### config.mk
export PLATFORM = sky130hd
export DESIGN_NAME = dreq_seq
export DESIGN_NICKNAME = d
export VERILOG_FILES = /design/src/rtl/dreq_seq.sv
export SDC_FILE = /design/constraint.sdc
export NUM_CORES = 1
export LEC_CHECK = 0
export ABC_AREA = 0
export BUFFER_PORTS_ARGS = -buffer_cell sky130_fd_sc_hd__buf_4
export CAP_MARGIN = 20
export CORE_AREA = 2 2 39 41
export DETAILED_ROUTE_END_ITERATION = 16
export DIE_AREA = 0 0 41 43
export SKIP_CTS_REPAIR_TIMING = 1
export SYNTH_ARGS = -nofsm -noshare
export SYNTH_HDL_FRONTEND = slang
export SYNTH_SLANG_ARGS = --single-unit
### constraint.sdc
create_clock -name clk -period 1.3 [get_ports clk]
set_clock_uncertainty 0.05 [all_clocks]
set_input_delay 0.065 -clock clk [delete_from_list [all_inputs] [get_ports clk]]
set_output_delay 0.065 -clock clk [all_outputs]
set_load 0.02 [all_outputs]
### src/rtl/dreq_seq.sv
module dreq_seq #(
  parameter int REL_CYC = 2
) (
  input  logic clk,
  input  logic rst_n,
  input  logic cfg_we,
  input  logic cfg_en,
  input  logic dreq_n,
  input  logic brk_gnt,
  input  logic xfer_done,
  output logic brk_req,
  output logic dack_n
);
  localparam int CW = (REL_CYC > 1) ? $clog2(REL_CYC) : 1;

  typedef enum logic [1:0] {S_IDLE, S_PEND, S_XFER, S_REL} st_t;

  st_t           st;
  logic          chan_en;
  logic [CW-1:0] rel_cnt;
  logic          stop;

  assign stop    = cfg_we && !cfg_en;
  assign brk_req = (st == S_PEND);
  assign dack_n  = (st != S_XFER);

  always_ff @(posedge clk) begin
    if (!rst_n) begin
      st      <= S_IDLE;
      chan_en <= 1'b0;
      rel_cnt <= '0;
    end else begin
      if (cfg_we) chan_en <= cfg_en;
      case (st)
        S_IDLE: if (chan_en && !stop && !dreq_n) st <= S_PEND;
        S_PEND: begin
          if (stop)         st <= S_IDLE;
          else if (brk_gnt) st <= S_XFER;
        end
        S_XFER: if (xfer_done) begin
          st      <= S_REL;
          rel_cnt <= '0;
        end
        default: begin
          if (rel_cnt == CW'(REL_CYC - 1)) st <= S_IDLE;
          else rel_cnt <= rel_cnt + 1'b1;
        end
      endcase
    end
  end
endmodule


Yosys cells after proc, flatten, opt, wreduce, memory -nomap -nowiden
Index checks and enable logic that the tools add are counted.

Register bits: 4. Bits of input ports: 7. Output and inout port bits: 2. Logic and storage cells: 31.

Add/sub/neg operators: 1. Eq/ne operators: 6. Mux-type cells: 9. Bitwise logic cells: 1. Reduce and logical (&&, ||, !) cells: 11.

Operators with widths (count): 2-bit 2-to-1 mux (5); 2-bit inequality test, second input constant (3); 2-bit case mux with 3 select lines (1); 4-bit AND reduction (1); 4-bit nonzero test (1); 1-bit logical AND (3); 1-bit logical NOT (3); 3-bit by 2-bit inequality test with 1-bit output, second input constant (1); 2-bit by 1-bit equality test with 1-bit output, second input constant (1); 2-bit equality test, second input constant (1); 2-bit logical NOT (1); 1-bit 2-to-1 mux (2); 1-bit case mux with 2 select lines (1); 2-bit AND reduction (1); 2-bit OR reduction (1); 1-bit adder, second input constant (1); 1-bit NOT (1).

Longest topological paths before layout
Gate-level depths: netlist of run 1.

Depth after elaboration: 7. Mapped depth: 4. Mapped depth without buffers: 3.

Least setup slack after synthesis of run 1
OpenSTA, ideal clock, no wires.

Path kind: flip-flop to flip-flop. Start: register st[0]. End: register st[0]. Setup time: 0.122 ns. Arrival: 0.761 ns. Data required time: 1.128 ns. Path slack: 0.367 ns. Cell stages (with the launch flop): 5. Path buffers: 1. Clock period less this slack: 0.933 ns. Cell sequence: dfxtp_1 -> buf_6 -> nor2b_4 -> o31ai_2 -> a21oi_1.

Longest elaborated chain between the ends: 3. Elaborated cells between the ends (all ways): 9. Those cells by class: eq/ne (5); mux (1); reduce/logical (3).

Ends and longest elaborated chain: start, declared (RTL line 18) `st_t st;`; start signal, assigned (RTL line 29) `st <= S_IDLE;`; start signal, assigned (RTL line 35) `S_IDLE: if (chan_en && !stop && !dreq_n) st <= S_PEND;`; start signal, assigned (RTL line 37) `if (stop) st <= S_IDLE;`; 2-bit by 1-bit equality test with 1-bit output (tied with other cells) (RTL line 34) `case (st)`; 3-bit by 2-bit inequality test with 1-bit output (no line) (tied with other cells); 4-bit AND reduction (no line).

Several ways; a longest one is shown, not always the timed one. A chain may end at the register's enable or synchronous reset.

Worst setup path after layout of run 1
Start: register st[0]. End: output brk_req.

Longest elaborated chain between the ends: 1.

Ends and longest elaborated chain: 2-bit by 1-bit equality test with 1-bit output (RTL line 24) `assign brk_req = (st == S_PEND);`; end, declared (RTL line 11) `output logic brk_req,`.

Every way passes these cells.

==> results of run 1 <==
## path summary, 6_finish.rpt
check	startpoint	end	slack (ns)
setup / recovery	st[0]$_SDFFE_PN0P_	brk_req	0.19
hold / removal	rst_n	chan_en$_SDFFE_PN0P_	0.03
setup reg to reg	st[1]$_SDFFE_PN0P_	st[0]$_SDFFE_PN0P_	0.35
hold reg to reg	chan_en$_SDFFE_PN0P_	chan_en$_SDFFE_PN0P_	0.45
## flip-flops by register name (all words and copies together) (netlist names)
name,count
st,2
chan_en,1
rel_cnt,1
## final cells by class
type                            instances  area (µm²)
Timing Repair Buffer                    8        60.1
Clock buffer                            3        22.5
Tap cell                               16        20.0
Sequential cell                         4        80.1
Inverter                                1        3.75
Fill cell                             157        1070
Multi-Input combinational cell         19         126
## layer usage
metal	GRT usage [%]	share of wire [%]
met1	5.47	37
met2	7.81	51
met4	4.00	0
met3	7.85	12
met5	0	0
## cell usage in the layout (no fill, tap or decap), drive strengths merged
cell / netlist / final
dfxtp: 4 / 4
buf: 1 / 8
a22oi: 1 / 1
o211ai: 1 / 1
nand2: 3 / 3
nand3: 2 / 2
o31ai: 1 / 1
nand2b: 2 / 2
inv: 1 / 1
mux2i: 1 / 1
clkbuf: 0 / 3
a21oi: 2 / 2
nor2b: 6 / 6
## cells by family (layout without fill, tap and decap cells)
family,count (synthesis),after routing,synth area share [%]
DFF,4,4,36.2
AOI/OAI and AO/OA,5,5,17.0
muxes,1,1,4.52
buffers and inverters,2,12,6.78
and+or+nand+nor,13,13,35.6
## worst register-to-register path: stages (launching register included)
cell	delay, ns
dfxtp_1	0.40
inv_1	0.11
o31ai_2	0.23
a21oi_1	0.06
## where the power goes
| part | switching, mW | total [mW] | internal, mW | leakage, nW |
|---|---|---|---|---|
| clock | 0.0488 | 0.152 | 0.103 | 0.0138 |
| combinational | 0.0165 | 0.0438 | 0.0273 | 0.0764 |
| sequential | 0.00549 | 0.134 | 0.128 | 0.0325 |
| total | 0.0708 | 0.329 | 0.258 | 0.123 |
## stage by stage
| step | hold slack (ns) | std cells | setup WS, ns | power [mW] |
|---|---|---|---|---|
| global route | 0.0334 | 51 | 0.125 | 0.353 |
| floorplan | 0.131 | 25 | 0.367 | 0.161 |
| detailed placement | 0.272 | 48 | 0.338 | 0.180 |
| global placement | 0.269 | 48 | 0.344 | 0.180 |
| finish | 0.0307 | 51 | 0.189 | 0.329 |
| CTS | 0.0298 | 51 | 0.176 | 0.337 |
==> flow_summary.yaml, run 1 <==
status:
  status: "finished, final reports clean"
power_and_ir_drop:
  leakage_nw: 0.123
  vdd_drop_max_mv: 0.355
  power.density_nw_per_um2: 1050
floorplan:
  die_y_um: 43
  core_area_um2: 1380
  rows: 14
  ios: 9
  dieArea_um2: 1760
  initial_utilization_pct: 16.0
  die_w_um: 41
global_route:
  track_usage_pct: 6.33
  antenna_found_initial: 0
  grt_max_degree: 10
  grt_pass1_wl_um: 648
  gr-total-overflow: 0
  grt_pass1_vias: 172
yosys:
  synth_edf_count: 0
  netlist_area_um2: 221
  syn_nets: 32
  synth.distinct_cells: 13
  yosysMostFrequentCell: "nor2b_1"
  yosys-top-cells-count: "nor2b_1, dfxtp_1, nand2_1"
  synth_area_leaders: "dfxtp_1, nor2b_1, nor2b_4"
  ys_async_sr_fraction_pct: 0
  synth_top_area_cell: "dfxtp_1"
  yosysSeqAreaShare_pct: 36.2
  yosys.area.top_type_share_pct: 36.2
  synth_area_per_cell_um2: 8.86
  ys_warn_count: 0
  ys_ff_latch: 4
  synth_ff_type: "dfxtp_1"
  netlist_instances: 25
placement:
  dp_hpwl_um: 323
  portBuffers: 8
  dpl-instance-area_um2: 290
  place.gp.congestion: 0.669
clocking:
  clk_pin_slew_ns: 0.04
  cts.path.max_buffers: 2
  cts_htree_levels: 1
  insertion_delay_ns: 0.24
  clockRootBuffer: "clkbuf_4"
  cts_tree: "yes"
  cts_buffers: 3
  clock_sinks: 4
timing:
  maxSlewViolCount: 0
  finalSetupViolations: 0
  hold_viol_final: 0
  fin_tns_setup_ns: 0
  period_share_pct: 85.5
  min_period_ns: 1.11
  fmaxAchievable_mhz: 900
  maxSlewHeadroom_pct: 83.2
  tightest_slew_ns: 0.251
  rsz0062_at_grt: "false"
critical_path:
  worst-path-max-fanout: 9
  cp_data_required_time_ns: 1.19
  cp_slowest_cell: "dfxtp_1"
  cp_num_buf_inv: 1
  critPathKind: "flip-flop to output port"
  arrival_ns: 1.00
  crit_family: "flip-flops"
  path_depth: 2
  worstSetupEndpointType: "output port"
  rr_worst_depth: 3
  startpoint_type: "flip-flop"
  crit_chain: "nor2b_1 -> buf_4"
  slowest_delay_ns: 0.45
route:
  drt_first_pass_iters: 2
  wire_per_inst_um: 7.69
  drt-initial-drc-count: 3
  routed_via_density: 3.84
  drc: 0
  antenna_left: 0
  vias: 196
  finalWirelength_um: 392
worst_hold_path:
  whs_path_depth: 2
  hp-class: "input port to flip-flop"
final_layout:
  diodes: 0
  areaGrowthSynthToFinish_pct: 41.2
  layout-drive-gt1-share_pct: 37.1
  fin_area_um2: 313
  final_util_pct: 22.6
  nNetsFinal: 44
flow_run:
  cap_violations: 0
(Power assumes the default switching activity.)
==> run 2: changes to the inputs <==
CELL_PAD_IN_SITES_DETAIL_PLACEMENT = 1   (was default)
CELL_PAD_IN_SITES_GLOBAL_PLACEMENT = 1   (was default)
CTS_CLUSTER_SIZE = 40   (was default)
PLACE_DENSITY_LB_ADDON = 0.1   (was default)
==> run 2 against run 1 <==
Compared with the run above: count of clock-buffer cells in the layout is the same; first-iteration DRC count grew 67%; utilization is the same; worst setup slack lost 0.018 ns; clock power is essentially flat; global-route usage grew 1.4 points; combinational power grew 3%; total power grew 0.59%; hold slack lost 0.0034 ns; via count grew 6.1%; critical path type unchanged; critical endpoint unchanged.
==> flow_summary.yaml, run 2 (same netlist as run 1, synthesis figures left out) <==
power_and_ir_drop:
  comb_power_share_pct: 13.7
  p_sw_share_pct: 22.0
  pwr-share-clk_pct: 46.0
  total_power_mw: 0.331
  switchingPower_mw: 0.0727
  intPower_mw: 0.259
  leakage_nw: 0.123
  vdd_drop_max_mv: 0.391
  p_seq_share_pct: 40.4
  power.density_nw_per_um2: 1060
clocking:
  insertion_delay_ns: 0.23
  cts_buffers: 3
  clockRootBuffer: "clkbuf_4"
  clock_sinks: 4
  cts_htree_levels: 1
  cts_tree: "yes"
  cts.path.max_buffers: 2
  clk_pin_slew_ns: 0.04
route:
  drc: 0
  vias: 208
  wire_per_inst_um: 10.5
  drt_first_pass_iters: 2
  antenna_left: 0
  routed_via_density: 4.08
  drt-initial-drc-count: 5
  finalWirelength_um: 533
timing:
  maxSlewViolCount: 0
  maxSlewHeadroom_pct: 82.6
  fmaxAchievable_mhz: 885
  finalSetupViolations: 0
  fin_tns_setup_ns: 0
  min_period_ns: 1.13
  rsz0062_at_grt: "false"
  hold_viol_final: 0
  period_share_pct: 86.9
  tightest_slew_ns: 0.261
final_layout:
  final_util_pct: 22.6
  nFillCells: 168
  final_cells: 51
  diodes: 0
  top_regs: "st (2), chan_en (1), rel_cnt (1)"
  nNetsFinal: 44
  seqCellArea_um2: 80.1
  layout_commonest_cell: "buf_4"
  final_cell_mix: "buf_4, nor2b_1, dfxtp_1"
  top_register: "st"
  multi_input_area_um2: 126
  largest_reg_flops: 2
  layout-drive-gt1-share_pct: 37.1
  areaGrowthSynthToFinish_pct: 41.2
critical_path:
  startpoint: "st[0]$_SDFFE_PN0P_"
  worst-path-max-fanout: 9
  rr_worst_depth: 3
  reg2reg_slack_ns: 0.30
  arrival_ns: 1.01
  startpoint_type: "flip-flop"
  critPathKind: "flip-flop to output port"
  cp_data_required_time_ns: 1.19
  worstSetupEndpointType: "output port"
  r2r_start: "st[1]$_SDFFE_PN0P_"
  r2r_end: "st[0]$_SDFFE_PN0P_"
worst_hold_path:
  min_to: "chan_en$_SDFFE_PN0P_"
  whs_path_depth: 2
  hp-class: "input port to flip-flop"
  hold_start: "rst_n"
floorplan:
  rows: 14
  core_area_um2: 1380
  ios: 9
  initial_utilization_pct: 16.0
  dieArea_um2: 1760
  die_w_um: 41
  die_y_um: 43
global_route:
  grt_max_degree: 10
  gr-total-overflow: 0
  antenna_found_initial: 0
  grt_pass1_vias: 215
  track_usage_pct: 7.74
  grt_pass1_wl_um: 841
status:
  status: "finished, final reports clean"
flow_run:
  cap_violations: 0
placement:
  place.gp.congestion: 0.702
  portBuffers: 8
  placed_cells: 48
[run 2: cell counts in the layout (fill, tap and decap cells not counted)]
No cell type changed its count.
[run 2: worst max-delay path, cell delays in order (launching register included)]
cell and delay (ns):
dfxtp_1 0.46, nor2b_1 0.18, buf_4 0.15
[run 2: power by group through the flow]
stage / logic [mW] / clock network, mW / registers (mW)
floorplan: 0.0284 / 0 / 0.132
global placement: 0.0456 / 0 / 0.135
detailed placement: 0.0462 / 0 / 0.136
CTS: 0.0463 / 0.163 / 0.134
global route: 0.0494 / 0.176 / 0.135
finish: 0.0453 / 0.152 / 0.134
[run 2: through the flow]
stage | worst slack, ns | hold WS, ns | instance area (µm²)
2_1_floorplan | 0.367 | 0.131 | 221
3_3_place_gp | 0.320 | 0.270 | 290
3_5_place_dp | 0.287 | 0.272 | 290
4_1_cts | 0.146 | 0.0244 | 313
5_1_grt | 0.0723 | 0.0302 | 313
6_report | 0.171 | 0.0273 | 313
[run 2: layout make-up]
cell class              count  area share [%]
clock buffers               3            7.20
inverters                   1            1.20
multi-input cells          19            40.4
flip-flops and latches      4            25.6
well taps                  16            6.40
repair buffers              8            19.2
[run 2: layer usage]
layer  vias up  wire, µm  GRT usage (%)
li1        106         -              -
met1        95       239           8.06
met2         7       255           10.6
met3         0        37           6.28
met4         0         0           4.00
met5         -         0              0
[run 2: worst max path at each step]
stage / end / slack, ns / cells past startpoint
2_1_floorplan: st[0]$_SDFFE_PN0P_ / 0.37 / 4
3_3_place_gp: st[0]$_SDFFE_PN0P_ / 0.32 / 3
3_5_place_dp: st[0]$_SDFFE_PN0P_ / 0.29 / 3
4_1_cts: brk_req / 0.15 / 2
5_1_grt: brk_req / 0.07 / 2
6_report: brk_req / 0.17 / 2
